<file path="src/rtl/sar_pkg.sv">
package sar_pkg;
  typedef enum logic [1:0] {
    ST_IDLE    = 2'd0,
    ST_SETUP   = 2'd1,
    ST_RESOLVE = 2'd2
  } sar_state_e;
endpackage

</file>
<file path="src/rtl/sar_sync.sv">
module sar_sync #(
  parameter int W = 1
) (
  input  logic         clk,
  input  logic         rst_n,
  input  logic [W-1:0] d,
  output logic [W-1:0] q
);
  logic [W-1:0] meta;

  always_ff @(posedge clk or negedge rst_n) begin
    if (!rst_n) begin
      meta <= '0;
      q    <= '0;
    end else begin
      meta <= d;
      q    <= meta;
    end
  end
endmodule

</file>
<file path="src/rtl/sar_seq.sv">
module sar_seq
  import sar_pkg::*;
#(
  parameter int NBITS      = 12,
  parameter int SHORT_BITS = 8
) (
  input  logic             clk,
  input  logic             rst_n,
  input  logic             req_i,
  input  logic             short_i,
  input  logic             cmp_i,
  output logic             busy_o,
  output logic [NBITS-1:0] code_o,
  output logic [NBITS-1:0] result_o
);
  localparam int IDXW = $clog2(NBITS);
  localparam int PADW = NBITS - SHORT_BITS;
  localparam logic [NBITS-1:0] ONE      = {{(NBITS-1){1'b0}}, 1'b1};
  localparam logic [NBITS-1:0] MSB_ONE  = {1'b1, {(NBITS-1){1'b0}}};
  localparam logic [NBITS-1:0] LOW_MASK = (ONE << PADW) - ONE;
  localparam logic [NBITS-1:0] PAD      = ONE << (PADW - 1);
  localparam logic [IDXW-1:0]  STOP_SHORT = IDXW'(PADW);
  localparam logic [IDXW-1:0]  STOP_FULL  = '0;

  sar_state_e       state;
  logic             req_q;
  logic             short_q;
  logic [IDXW-1:0]  idx;
  logic [NBITS-1:0] code_q, res_q;
  logic [NBITS-1:0] keep_mask, trial, code_next, res_next;
  logic [IDXW-1:0]  stop_idx;
  logic             at_stop, start;

  assign start    = req_i && !req_q && (state == ST_IDLE);
  assign stop_idx = short_q ? STOP_SHORT : STOP_FULL;
  assign at_stop  = (idx == stop_idx);

  always_comb begin
    keep_mask = ONE << idx;
    trial     = cmp_i ? code_q : (code_q & ~keep_mask);
    code_next = at_stop ? trial : (trial | (keep_mask >> 1));
    res_next  = short_q ? ((trial & ~LOW_MASK) | PAD) : trial;
  end

  always_ff @(posedge clk or negedge rst_n) begin
    if (!rst_n) begin
      state   <= ST_IDLE;
      req_q   <= 1'b0;
      short_q <= 1'b0;
      idx     <= '0;
      code_q  <= '0;
      res_q   <= '0;
    end else begin
      req_q <= req_i;
      case (state)
        ST_IDLE: if (start) begin
          state   <= ST_SETUP;
          short_q <= short_i;
          code_q  <= '0;
        end
        ST_SETUP: begin
          code_q <= MSB_ONE;
          idx    <= IDXW'(NBITS - 1);
          state  <= ST_RESOLVE;
        end
        ST_RESOLVE: begin
          code_q <= code_next;
          if (at_stop) begin
            res_q <= res_next;
            state <= ST_IDLE;
          end else begin
            idx <= idx - 1'b1;
          end
        end
        default: state <= ST_IDLE;
      endcase
    end
  end

  assign busy_o   = (state != ST_IDLE);
  assign code_o   = code_q;
  assign result_o = res_q;

  // a fresh request edge while converting must not send the sequencer back to setup
  assert_ignore_busy_R5: assert property (@(posedge clk) disable iff (!rst_n)
    (busy_o && req_i && !req_q) |=> (state != ST_SETUP));

  // captured length stays fixed for the whole conversion
  assert_hold_len_R3: assert property (@(posedge clk) disable iff (!rst_n)
    busy_o |=> $stable(short_q));

  // the first trial after setup is the MSB alone
  assert_msb_first_R4: assert property (@(posedge clk) disable iff (!rst_n)
    (state == ST_SETUP) |=> (code_o == MSB_ONE));

  // a short conversion ends with the padding pattern in the low bits
  assert_short_pad_R9: assert property (@(posedge clk) disable iff (!rst_n)
    ($fell(busy_o) && short_q) |-> ((result_o & LOW_MASK) == PAD));
endmodule

</file>
<file path="src/rtl/sar_bus.sv">
module sar_bus #(
  parameter int NBITS = 12,
  parameter int LANE  = 8
) (
  input  logic             clk,
  input  logic             rst_n,
  input  logic             rd_i,
  input  logic             busy_i,
  input  logic             ce_i,
  input  logic             cs_n_i,
  input  logic             full_i,
  input  logic             addr_i,
  input  logic [NBITS-1:0] result_i,
  output logic [NBITS-1:0] data_o,
  output logic             oe_o
);
  localparam int NIB = NBITS - LANE;

  logic [NBITS-1:0] lane_hi, lane_lo;

  assign lane_hi = {result_i[NBITS-1:NIB], {NIB{1'b0}}};
  assign lane_lo = {result_i[NIB-1:0], {(NBITS-NIB){1'b0}}};
  assign oe_o    = rd_i && !busy_i && ce_i && !cs_n_i;

  always_comb begin
    if (!oe_o)       data_o = '0;
    else if (full_i) data_o = result_i;
    else if (addr_i) data_o = lane_lo;
    else             data_o = lane_hi;
  end

  // the bus stays quiet whenever it is not enabled
  assert_quiet_bus_R6: assert property (@(posedge clk) disable iff (!rst_n)
    !oe_o |-> (data_o == '0));

  // byte reads never drive the low nibble
  assert_lane_low_R8: assert property (@(posedge clk) disable iff (!rst_n)
    (oe_o && !full_i) |-> (data_o[NIB-1:0] == '0));
endmodule

</file>
<file path="src/rtl/sar_adc_ctrl.sv">
module sar_adc_ctrl #(
  parameter int NBITS      = 12,
  parameter int SHORT_BITS = 8
) (
  input  logic             clk,
  input  logic             rst_n,
  input  logic             ce_i,
  input  logic             cs_n_i,
  input  logic             rc_i,
  input  logic             fmt12_i,
  input  logic             addr_sel_i,
  input  logic             cmp_i,
  output logic             busy_o,
  output logic [NBITS-1:0] dac_code_o,
  output logic [NBITS-1:0] data_o,
  output logic             data_oe_o
);
  localparam int NCTL = 5;

  logic [NCTL-1:0]  ctl_s;
  logic             ce_s, cs_n_s, rc_s, fmt_s, addr_s, req;
  logic [NBITS-1:0] result;

  sar_sync #(.W(NCTL)) u_sync (
    .clk  (clk),
    .rst_n(rst_n),
    .d    ({ce_i, cs_n_i, rc_i, fmt12_i, addr_sel_i}),
    .q    (ctl_s)
  );

  assign {ce_s, cs_n_s, rc_s, fmt_s, addr_s} = ctl_s;
  assign req = ce_s && !cs_n_s && !rc_s;

  sar_seq #(.NBITS(NBITS), .SHORT_BITS(SHORT_BITS)) u_seq (
    .clk     (clk),
    .rst_n   (rst_n),
    .req_i   (req),
    .short_i (addr_s),
    .cmp_i   (cmp_i),
    .busy_o  (busy_o),
    .code_o  (dac_code_o),
    .result_o(result)
  );

  sar_bus #(.NBITS(NBITS), .LANE(SHORT_BITS)) u_bus (
    .clk     (clk),
    .rst_n   (rst_n),
    .rd_i    (rc_s),
    .busy_i  (busy_o),
    .ce_i    (ce_s),
    .cs_n_i  (cs_n_s),
    .full_i  (fmt_s),
    .addr_i  (addr_s),
    .result_i(result),
    .data_o  (data_o),
    .oe_o    (data_oe_o)
  );

  // data is never offered while a conversion runs
  assert_no_drive_busy_R6: assert property (@(posedge clk) disable iff (!rst_n)
    data_oe_o |-> !busy_o);

  // busy never drops and returns in consecutive cycles because of a re-request
  assert_no_retrigger_R5: assert property (@(posedge clk) disable iff (!rst_n)
    $fell(busy_o) |=> !busy_o);
endmodule

</file>
<file path="config.mk">
export PLATFORM = sky130hd
export DESIGN_NAME = sar_adc_ctrl
export DESIGN_NICKNAME = d
export VERILOG_FILES = /design/src/rtl/sar_pkg.sv /design/src/rtl/sar_sync.sv /design/src/rtl/sar_seq.sv /design/src/rtl/sar_bus.sv /design/src/rtl/sar_adc_ctrl.sv
export SDC_FILE = /design/constraint.sdc
export NUM_CORES = 1
export LEC_CHECK = 0
export ABC_AREA = 0
export BUFFER_PORTS_ARGS = -buffer_cell sky130_fd_sc_hd__buf_4
export CAP_MARGIN = 20
export CORE_ASPECT_RATIO = 0.75
export CORE_MARGIN = 1
export CORE_UTILIZATION = 60
export CTS_CLUSTER_SIZE = 16
export DETAILED_ROUTE_END_ITERATION = 8
export HOLD_SLACK_MARGIN = 0.06
export MAX_ROUTING_LAYER = met4
export PLACE_DENSITY = 0.93
export SLEW_MARGIN = 30
export SYNTH_ARGS = -nofsm -noshare
export SYNTH_HDL_FRONTEND = slang
export SYNTH_SLANG_ARGS = --single-unit
</file>
<file path="constraint.sdc">
create_clock -name clk -period 4.6 [get_ports clk]
set_input_delay 0.46 -clock clk [delete_from_list [all_inputs] [get_ports clk]]
set_output_delay 0.46 -clock clk [all_outputs]
set_load 0.05 [all_outputs]
</file>
* Yosys cells after proc, flatten, opt, wreduce, memory -nomap -nowiden
Cells that the tools add are included.
** Word-level totals
- Bits in registers :: 42
- Output and inout bits :: 26
** Operators by class
- Shift-type cells :: 1
- Reductions and logical operators :: 20
- Bitwise operators :: 3
- $add $sub $neg :: 1
- Mux-type cells :: 14
- Equality and inequality tests :: 6
** Operators by type and width (count)
- 2-to-1 mux 12 bit :: 6
- one-hot mux 12 bit (3 select lines) :: 1
- AND 12 bit :: 1
- inverter 12 bit :: 1
- bitwise OR 12 x 11 -> 12 bit :: 1
- left shift 1 x 4 -> 12 bit, first input constant :: 1
- AND reduction 2 bit :: 5
- 2-to-1 mux 4 bit :: 2
- one-hot mux 4 bit (2 select lines) :: 1
- logical AND 1 bit :: 7
- one-hot mux 2 bit (3 select lines) :: 1
- == test 4 bit :: 1
- zero test 1 bit :: 4
- 2-to-1 mux 2 bit :: 2
- inequality test 2 x 1 -> 1 bit, second input constant :: 2
- nonzero test 2 bit :: 2
- subtractor 4 x 1 -> 4 bit, second input constant :: 1
- 2-to-1 mux 3 bit :: 1
- nonzero test 3 bit :: 1
- == test 2 x 1 -> 1 bit, second input constant :: 1
- == test 2 bit, second input constant :: 1
- zero test 2 bit :: 1
- inequality test 2 bit, second input constant :: 1

* Logic depth before layout (Yosys ltp)
Gate-level depths: netlist of the first run.
- Depth in word-level cells :: 7
- Mapped depth :: 7
- Gate-level depth less buffers :: 6

* Hierarchy
From an unflattened synthesis of the first run, not the netlist that was laid out.
** Second synthesis, totals
- Cell total of the unflattened synthesis :: 192
- Area, all modules :: 2074.5 µm²
** By module, submodules not included
- sar_seq :: cells an instance 160, area each 1650.3 µm², instances 1, seq. area each 800.8 µm²
- sar_sync :: cells an instance 10, area each 250.2 µm², instances 1, seq. area each 250.2 µm²
- sar_bus :: cells an instance 21, area each 161.4 µm², instances 1, seq. area each 0.0 µm²
- sar_adc_ctrl :: cells an instance 1, area each 12.5 µm², instances 1, seq. area each 0.0 µm²

* Least setup slack after synthesis of the first run
No wires, ideal clock.
- Kind :: reg-to-output
- Start point :: register u_seq.state[0]
- End point :: output port data_o[4]
- Path slack :: 2.223 ns
- Path buffers :: 1
- Data arrival time :: 1.917 ns
- Stages on the path, launching flop included :: 7
- Path through :: dfrtp_1 -> inv_1 -> ha_1 -> clkbuf_2 -> nand3_1 -> inv_1 -> and3_1
** Between the ends
- Cells in the longest elaborated chain, start to end :: 6
** Ends and longest elaborated chain
- start, declared :: RTL line sar_seq.sv:25 : sar_state_e state;
- start signal, assigned :: RTL line sar_seq.sv:47 : state <= ST_IDLE;
- start signal, assigned :: RTL line sar_seq.sv:57 : state <= ST_SETUP;
- start signal, assigned :: RTL line sar_seq.sv:64 : state <= ST_RESOLVE;
- nonzero test 2 bit :: RTL line sar_seq.sv:80 : assign busy_o = (state != ST_IDLE);
- zero test 1 bit :: RTL line sar_bus.sv:23 : assign oe_o = rd_i && !busy_i && ce_i && !cs_n_i;
- logical AND 1 bit (3 in a row) :: RTL line sar_bus.sv:23
- net data_oe_o :: RTL line sar_adc_ctrl.sv:16 : output logic data_oe_o
- 2-to-1 mux 12 bit :: RTL line sar_bus.sv:26 : if (!oe_o) data_o = '0;
- end, declared :: RTL line sar_adc_ctrl.sv:15 : output logic [NBITS-1:0] data_o,
The timed path passes the listed nets, and every way through them passes these cells.

* Final worst setup path of the first run
- Start point :: register u_seq.state[0]
- End point :: output port data_o[4]
** Between the ends
- Cells in the longest elaborated chain, start to end :: 6
** Ends and longest elaborated chain (RTL line)
- nonzero test 2 bit :: sar_seq.sv:80
- zero test 1 bit :: sar_bus.sv:23
- logical AND 1 bit (3 in a row) :: sar_bus.sv:23
- 2-to-1 mux 12 bit :: sar_bus.sv:26
Every way passes these cells.

==> results of run 1 <==
state kept, by name (all words and copies together), names as in the netlist:
| register | flops |
|---|---|
| u_seq.idx | 4 |
| u_seq.result_o | 12 |
| u_sync.meta | 5 |
| u_sync.q | 5 |
| u_seq.state | 2 |
| u_seq.code_o | 12 |
| u_seq.req_q | 1 |
| u_seq.short_q | 1 |
logic make-up after synthesis:
| family | count (synthesis) | synth area share |
|---|---|---|
| multiplexers | 7 | 0.0396 |
| buffers and inverters | 18 | 0.0390 |
| flip-flops | 42 | 0.496 |
| adder cells (fa/ha/maj) | 9 | 0.0532 |
| AO/OA/AOI/OAI | 46 | 0.155 |
| AND/OR/NAND/NOR | 88 | 0.209 |
| XOR/XNOR | 2 | 0.00827 |
metal layers:
metal | track usage | up-vias
met5 | - | -
met4 | 0.113 | 0
met3 | 0.0552 | 8
met2 | 0.460 | 64
met1 | 0.368 | 804
li1 | - | 796
report_power, final:
part	total [W]	internal [W]	switching [W]
Clock	0.000219	0.000104	0.000115
Combinational	0.000486	0.000174	0.000312
Sequential	0.000456	0.000411	0.0000448
through the flow:
stage | power (W) | setup WS (ns) | utilization | cell area [sq um] | hold WS (ns)
after floorplan | 0.000838 | 2.22 | - | 2120 | 0.164
after global placement | 0.000922 | 2.44 | 0.710 | 2370 | 0.332
after detailed placement | 0.000940 | 2.38 | 0.710 | 2370 | 0.338
after CTS | 0.00116 | 2.06 | 0.733 | 2440 | 0.154
after global routing | 0.00123 | 1.91 | 0.733 | 2440 | 0.175
final | 0.00116 | 2.08 | 0.733 | 2440 | 0.132
final timing paths:
| path | endpoint | cells after the start | startpoint | slack, ns |
|---|---|---|---|---|
| hold / removal | u_seq.result_o[5] | 1 | rst_n | 0.13 |
| hold reg to reg | u_sync.q[3] | 0 | u_sync.meta[3] | 0.35 |
| setup reg to reg | u_seq.result_o[0] | 6 | u_seq.idx[0] | 2.35 |
| min in group clk | u_sync.meta[2] | 1 | rc_i | 0.26 |
| setup / recovery | data_o[4] | 6 | u_seq.state[0] | 2.08 |
| max in group asynchronous | u_seq.code_o[0] | 1 | rst_n | 4.13 |
placed cells by master, fill, tap and decap left out, drive strengths merged, types with 2 or more instances in the layout:
master,netlist,routed
a32o,5,5
o31a,2,2
a22oi,2,2
nor2,7,7
and3,10,10
nand2b,2,2
mux2i,5,5
a21oi,5,5
mux2,2,2
ha,9,9
o21ai,16,16
clkbuf,6,7
dfrtp,42,42
nand3,14,14
a21boi,4,4
and2b,3,3
a21o,5,5
nor2b,5,5
inv,9,9
buf,3,33
nand2,41,41
final cells by class:
cell class / count / area, sq um
clock buffers: 7 / 76.3
fillers: 264 / 890
inverters: 9 / 33.8
flip-flops and latches: 42 / 1050
well taps: 40 / 50.0
multi-input cells: 152 / 985
repair buffers: 33 / 248
==> impl_metrics.tcl, run 1 <==
set metrics [dict create \
    critPathMaxFanout 9 \
    synth-main-ff-cell "dfrtp_1" \
    rsz0062_at_grt "false" \
    clk_pin_slew_ns 0.07 \
    io_pins 34 \
    vias 1672 \
    period_minus_slack_ns 2.52 \
    hold_class "in2async" \
    dp_cells 276 \
    start_util 0.636 \
    cp_top_family "buffers and inverters" \
    root_buffer "clkbuf_8" \
    synth_most_common_cell "dfrtp_1" \
    clockBufferDepth 2 \
    synthesis.nets 229 \
    area_delta_synth_final_pct 15.4 \
    ant_nets 0 \
    ctsHoldBuffers 0 \
    power-per-cell-area_nw_per_um2 475 \
    insertion_delay_ns 0.30 \
    vias_per_cell 5.91 \
    path_buf_inv 3 \
    synth_cell_type_count 43 \
    yosys_warnings 0 \
    cts_max_level 2 \
    first_pass_iters 6 \
    critPathMaxStageDelay_ns 0.40 \
    critical_path_class "reg2out" \
    drt_iter0_drc 180 \
    overflow 0 \
    fin_setup_tns_ns 0 \
    slew_violations 0 \
    max_cap_violations 0 \
    period_share 0.547 \
    drt-met1-wl_mm 1.97 \
    cts_resized 0 \
    core_area_sq_um 3330 \
    irDropWorstVdd_mv 0.413 \
    yosysSeqAreaShare 0.496 \
    die-area_sq_um 3770 \
    syn_area_per_cell_sq_um 9.99 \
    fp.dieW_um 70.6 \
    syn_inst 212 \
    synth_seq_cells 42 \
    dr_wl_met3_um 299 \
    required_ns 4.14 \
    antenna_found_initial 0 \
    status "complete, but fails checks" \
    end_kind "output pin" \
    violations "design-rule violations" \
    crit_top_cell "inv_1" \
    top_layer_used "met4" \
    yosys-top-cells-count "42 x dfrtp_1, 39 x nand2_1, 14 x nand3_1" \
    synth.area.top_cells "dfrtp_1 50%, nand2_1 6.9%, ha_1 5.3%" \
    synth_edf_count 0 \
    grt_pass1_vias 1560 \
    finClkSkew_ns 0.00313 \
    drc_errors 8 \
    drive_gt1_frac 0.218 \
    globalplace.congestion 0.905 \
    critPathArrivalTime_ns 2.06 \
    grt_max_degree 43 \
    fmax_mhz 397 \
    routed_wl_mm 4.62 \
    cts_sinks 42 \
    cts_tree "done" \
    finalHoldViolations 0 \
    synth_top_area_frac 0.496 \
    worstMarginPinSlew_ns 0.755 \
    cts_setup_buffers 0 \
    crit_path_cell_trace "inv_1, ha_1, nand3_1, inv_1, and3_1, buf_4" \
    layoutNonFillerInstCount 283 \
    setup_viol 0 \
    dp.final_hpwl_mm 3.38 \
    cpMaxStageDelayCell "dfrtp_1" \
    synthArstFlopShare 1.00 \
    die_h_um 53.5 \
    grt_use_total 0.286 \
    fin_nets 260 \
    synth_area_leader_cell "dfrtp_1" \
    diodes 0 \
    crit_path_start_kind "flop" \
    routed-wl-met2_mm 2.29 \
    fp-row-count 18 \
    io_buffers 33 \
    wl_per_cell_um 16.3 \
    cts_buffers 5 \
    synth_area_sq_um 2120 \
    slew_headroom 0.487 \
    grt_pass1_wl_mm 7.67 \
    p_leak_nw 1.24 \
]
No activity file was read; power rests on OpenSTA's default activity.
==> run 2: changes to the inputs <==
--- a/config.mk
+++ b/config.mk
@@ -5,17 +5,17 @@
 export SDC_FILE = /design/constraint.sdc
 export NUM_CORES = 1
 export LEC_CHECK = 0
-export ABC_AREA = 0
+export ABC_AREA = 1
 export BUFFER_PORTS_ARGS = -buffer_cell sky130_fd_sc_hd__buf_4
 export CAP_MARGIN = 20
 export CORE_ASPECT_RATIO = 0.75
 export CORE_MARGIN = 1
-export CORE_UTILIZATION = 60
+export CORE_UTILIZATION = 56
 export CTS_CLUSTER_SIZE = 16
 export DETAILED_ROUTE_END_ITERATION = 8
 export HOLD_SLACK_MARGIN = 0.06
 export MAX_ROUTING_LAYER = met4
-export PLACE_DENSITY = 0.93
+export PLACE_DENSITY = 0.88
 export SLEW_MARGIN = 30
 export SYNTH_ARGS = -nofsm -noshare
 export SYNTH_HDL_FRONTEND = slang
==> constraint.sdc (replaced) <==
create_clock -name clk -period 2.6 [get_ports clk]
set_input_delay 0.26 -clock clk [delete_from_list [all_inputs] [get_ports clk]]
set_output_delay 0.26 -clock clk [all_outputs]
set_load 0.05 [all_outputs]
==> run 2 against run 1 <==
Effect of this change:
- the flow now finishes without violations
- core utilization decreased by 4.0 points
- combinational power rose by 150%
- sequential share of layout area down 2.1 points
- first-iteration DRC count down 23%
- largest cell class unchanged
- largest power group unchanged
- highest routed layer unchanged
==> impl_metrics.tcl, run 2 <==
set metrics [dict create \
    multiInputGateArea_sq_um 991 \
    layout_common_cells "107 x nand2_1, 42 x dfrtp_1, 33 x buf_4, 18 x inv_1, 17 x nor2_1" \
    power_w 0.00269 \
    crit_path_start_kind "flop" \
    grt_max_degree 43 \
    synth_edf_count 0 \
    antenna_found_initial 0 \
    finalHoldViolations 0 \
    n_fill_cell 293 \
    yosys_warnings 0 \
    synthArstFlopShare 1.00 \
    fp.dieW_um 74.2 \
    first_pass_iters 4 \
    synth_most_common_cell "nand2_1" \
    critPathMaxStageDelay_ns 0.40 \
    fp-row-count 19 \
    clk_pin_slew_ns 0.08 \
    max_cap_violations 0 \
    grt_pass1_wl_mm 7.67 \
    synthesis.nets 286 \
    synth.area.top_cells "dfrtp_1 48%, nand2_1 18%, ha_1 5.1%" \
    slew_headroom 0.630 \
    worstMarginPinSlew_ns 0.555 \
    core_area_sq_um 3710 \
    cpMaxStageDelayCell "dfrtp_1" \
    finClkSkew_ns 0.00803 \
    drive_gt1_frac 0.213 \
    insertion_delay_ns 0.29 \
    synth_area_leader_cell "dfrtp_1" \
    fin_area_sq_um 2570 \
    power-per-cell-area_nw_per_um2 1050 \
    crit_path_cell_trace "inv_1, ha_1, nand3_1, a211oi_1, buf_4" \
    die_h_um 56.2 \
    cts_buffers 5 \
    irDropWorstVdd_mv 0.552 \
    post-route-util 0.693 \
    slew_violations 0 \
    syn_area_per_cell_sq_um 8.14 \
    period_minus_slack_ns 2.43 \
    placed_cell_area_sq_um 2450 \
    drc_errors 0 \
    routed_wl_mm 4.59 \
    fin_nets 321 \
    synth_seq_cells 42 \
    synth_cell_type_count 27 \
    yosysSeqAreaShare 0.480 \
    status "finished, final reports clean" \
    grt_pass1_vias 1703 \
    fmax_mhz 412 \
    synth_area_sq_um 2190 \
    syn_inst 269 \
    p_leak_nw 1.41 \
    final_common_cell "nand2_1" \
    vias 1839 \
    setup_viol 0 \
    globalplace.congestion 0.922 \
    cts_setup_buffers 0 \
    hold_class "in2reg" \
    ant_nets 0 \
    fin_setup_tns_ns 0 \
    critical_path_class "reg2out" \
    drt_iter0_drc 139 \
    grt_use_total 0.253 \
    cts_sinks 42 \
    cts_tree "done" \
    wl_per_cell_um 12.9 \
    critPathMaxFanout 13 \
    required_ns 2.34 \
    synth-main-ff-cell "dfrtp_1" \
    yosys-top-cells-count "107 x nand2_1, 42 x dfrtp_1, 18 x inv_1" \
    overflow 0 \
    cts_resized 0 \
    critPathArrivalTime_ns 2.17 \
    start_util 0.590 \
    dp.final_hpwl_mm 3.33 \
    end_kind "output pin" \
    synth_top_area_frac 0.480 \
    io_buffers 33 \
    clockBufferDepth 2 \
    root_buffer "clkbuf_8" \
    regArea_sq_um 1050 \
    io_pins 34 \
    ctsHoldBuffers 1 \
    area_delta_synth_final_pct 17.3 \
    vias_per_cell 5.15 \
    cts_max_level 2 \
    period_share 0.933 \
    path_buf_inv 2 \
    die-area_sq_um 4170 \
    cp_top_family "flip-flops" \
    rsz0062_at_grt "false" \
    diodes 0 \
]
run 2: power by group:
part / total [W] / switching (W) / internal (W)
registers: 0.000997 / 0.000172 / 0.000825
logic: 0.00120 / 0.000825 / 0.000373
clock network: 0.000500 / 0.000213 / 0.000287
run 2: kinds of logic after synthesis:
kind of cell | synth area share
xor gates and xnor gates | 0.00400
DFF | 0.480
adders and majority gates | 0.0514
AOI/OAI and AO/OA | 0.0897
buffers and inverters | 0.0674
and+or+nand+nor | 0.307
run 2: through the flow:
step                std cells  hold WS [ns]  worst slack [ns]
floorplan                 269       -0.0356             0.243
global placement          348         0.266             0.656
detailed placement        348         0.267             0.483
CTS                       357        0.0600             0.150
global route              357        0.0606            0.0192
finish                    357        0.0657             0.175
run 2: worst paths after layout:
kind | slack (ns) | cells past startpoint | startpoint | endpoint
max | 0.17 | 5 | u_seq.state[0] | data_o[11]
min | 0.07 | 1 | rc_i | u_sync.meta[2]
max reg2reg | 0.71 | 9 | u_seq.idx[0] | u_seq.idx[3]
min reg2reg | 0.36 | 0 | u_sync.meta[2] | u_sync.q[2]
max in group asynchronous | 1.75 | 2 | rst_n | u_seq.result_o[4]
min in group asynchronous | 0.50 | 2 | rst_n | u_sync.meta[4]
run 2: metal layers:
layer	GRT usage	up-vias	part of all wire
met2	0.364	61	0.45
met3	0.0489	15	0.060
met4	0.102	0	0.016
li1	-	921	-
met5	-	-	0
met1	0.352	842	0.47
run 2: area by class of cell:
class                      instances  area share
sequential                        42       0.409
timing repair buffer              34       0.100
tap                               52      0.0253
inverter                          26      0.0380
clock inverter                     1      0.0117
multi-input combinational        195       0.386
clock buffer                       7      0.0297
==> run 3: changes to the inputs <==
--- a/config.mk
+++ b/config.mk
@@ -13,10 +13,10 @@
 export CORE_UTILIZATION = 56
 export CTS_CLUSTER_SIZE = 16
 export DETAILED_ROUTE_END_ITERATION = 8
-export HOLD_SLACK_MARGIN = 0.06
 export MAX_ROUTING_LAYER = met4
 export PLACE_DENSITY = 0.88
 export SLEW_MARGIN = 30
 export SYNTH_ARGS = -nofsm -noshare
 export SYNTH_HDL_FRONTEND = slang
+export SYNTH_HIERARCHICAL = 1
 export SYNTH_SLANG_ARGS = --single-unit
==> run 3 against run 2 <==
Effect of this change:
- flip-flop and latch count stayed put
- fmax increased by 11%
- clock power fell by 15%
- sequential power fell by 2.2%
- clock skew down 0.00064 ns
- critical endpoint is now data_o[5]
==> impl_metrics.tcl, run 3 <==
set metrics [dict create \
    synth_top_family_by_area "simple AND/OR/NAND/NOR gates" \
    io_pins 34 \
    slew_headroom 0.493 \
    drt_iter0_drc 178 \
    synth-xor-area-share 0.00395 \
    synth-main-ff-cell "dfrtp_1" \
    layout_common_cells "119 x nand2_1, 42 x dfrtp_1, 34 x buf_4, 26 x nor2_1, 25 x inv_1" \
    fin_setup_tns_ns 0 \
    cts_setup_buffers 0 \
    pwr-share-seq 0.399 \
    diodes 0 \
    r2r_start "u_seq/state[0]" \
    synth_top_area_frac 0.475 \
    p_leak_nw 1.43 \
    synth_cell_type_count 24 \
    synthArstFlopShare 1.00 \
    intPower_w 0.00134 \
    placed_cell_area_sq_um 2460 \
    period_share 0.839 \
    cts_max_level 2 \
    rsz0062_at_grt "false" \
    grt_pass1_wl_mm 8.16 \
    syn_area_per_cell_sq_um 7.91 \
    vias 1869 \
    fp.dieW_um 74.6 \
    dp.final_hpwl_mm 3.55 \
    area_delta_synth_final_pct 15.8 \
    fin_area_sq_um 2560 \
    antenna_found_initial 0 \
    cts_buffers 5 \
    globalplace.congestion 0.930 \
    start_util 0.593 \
    synth_compound_area_frac 0.0599 \
    switching_share 0.451 \
    grt_max_degree 43 \
    grt_use_total 0.269 \
    cts_sinks 42 \
    setup_viol 0 \
    irDropWorstVdd_mv 0.571 \
    final_common_cell "nand2_1" \
    worstMarginPinSlew_ns 0.756 \
    status "finished, final reports clean" \
    hold_class "in2reg" \
    syn_inst 280 \
    finalHoldViolations 0 \
    slew_violations 0 \
    cts_tree "done" \
    synth_edf_count 0 \
    synth.area.top_cells "dfrtp_1 47%, nand2_1 20%, ha_1 5.1%" \
    drive_gt1_frac 0.197 \
    cts_resized 0 \
    root_buffer "clkbuf_8" \
    insertion_delay_ns 0.31 \
    layoutNonFillerInstCount 367 \
    hold_slack_ns 0.0543 \
    critical_path_class "reg2out" \
    synth_seq_cells 42 \
    synth_area_leader_cell "dfrtp_1" \
    cp-startpoint "u_seq/state[0]" \
    period_minus_slack_ns 2.18 \
    overflow 0 \
    critPathArrivalTime_ns 1.92 \
    yosys-top-cells-count "119 x nand2_1, 42 x dfrtp_1, 26 x nor2_1" \
    vias_per_cell 5.09 \
    end_kind "output pin" \
    clockBufferDepth 2 \
    min-delay-start "fmt12_i" \
    die-area_sq_um 4210 \
    ant_nets 0 \
    fp-row-count 19 \
    fin_nets 331 \
    synthesis.nets 297 \
    max_cap_violations 0 \
    dp_cells 358 \
    wl_per_cell_um 12.9 \
    first_pass_iters 4 \
    routed_wl_mm 4.75 \
    synth_area_sq_um 2210 \
    crit_path_start_kind "flop" \
    muxShareOfSynthArea 0 \
    synth-adder-area-share 0.0508 \
    fmax_mhz 459 \
    power-per-cell-area_nw_per_um2 953 \
    switchingPower_w 0.00110 \
    critPathMaxFanout 7 \
    finClkSkew_ns 0.00739 \
    p_comb_frac 0.427 \
    synth_most_common_cell "nand2_1" \
    n_fill_cell 292 \
    core_area_sq_um 3730 \
    ctsHoldBuffers 1 \
    required_ns 2.34 \
    io_buffers 33 \
    yosysSeqAreaShare 0.475 \
    die_h_um 56.5 \
    synth_simple_gate_area_share 0.332 \
    clock_power_share 0.174 \
    clk_pin_slew_ns 0.08 \
    grt_pass1_vias 1772 \
    yosys_warnings 6 \
    drc_errors 0 \
]
[run 3: cell count changes in the layout (fill, tap and decap cells not counted), sizes merged, moves of 4 or more]
| cell | previous run | this run |
|---|---|---|
| nor2 | 20 | 29 |
| o21ai | 23 | 19 |
| nand3 | 18 | 12 |
| nand2 | 110 | 122 |
[run 3: cell families after synthesis]
logic type                 after synthesis
adders and majority gates                9
AOI/OAI and AO/OA                       22
buffers and inverters                   36
DFF                                     42
and+or+nand+nor                        170
xor gates and xnor gates                 1
[run 3: area by class of cell]
cell class,instances,area (sq um),area share
timing repair buffer,35,265,0.103
clock buffer,5,68.8,0.0268
tap,52,65.1,0.0254
clock inverter,3,21.3,0.00829
inverter,28,105,0.0410
multi-input combinational,202,988,0.385
sequential,42,1050,0.410
[run 3: power groups by stage]
stage	clock, W	sequential [W]	combinational, W
after floorplan	0	0.000976	0.000777
after global placement	0	0.000976	0.000981
after detailed placement	0	0.000984	0.00103
after CTS	0.000427	0.000974	0.00104
after global routing	0.000457	0.00100	0.00116
final	0.000426	0.000975	0.00104
[run 3: critical path, cell delays in order (launching register included)]
cell and delay (ns):
dfrtp_1 0.42, inv_1 0.10, ha_1 0.22, inv_1 0.10, inv_1 0.07, nand2_1 0.08, nor2_4 0.16, inv_1 0.14
nor2_1 0.12, buf_4 0.20
[run 3: stage by stage]
step           total power, W  setup slack, ns  utilization
2_1_floorplan         0.00175            0.101            -
3_3_place_gp          0.00196            0.791        0.660
3_5_place_dp          0.00202            0.705        0.660
4_1_cts               0.00244            0.421        0.687
5_1_grt               0.00262            0.219        0.687
6_report              0.00244            0.420        0.687
[run 3: layer usage]
metal / GRT usage / up-vias / routed length, um
met1: 0.352 / 868 / 2150
met4: 0.0728 / 0 / 65
met2: 0.411 / 63 / 2180
li1: - / 930 / -
met5: - / - / 0
met3: 0.0790 / 8 / 353
[run 3: worst paths after layout]
check,end,slack [ns],cells past startpoint
max reg2reg,u_seq/code_o[4],0.67,6
min in group asynchronous,u_seq/state[0],0.47,2
min reg2reg,u_sync/q[3],0.35,0
max,data_o[5],0.42,9
max in group asynchronous,u_seq/code_o[6],1.78,2
min,u_sync/meta[1],0.05,1
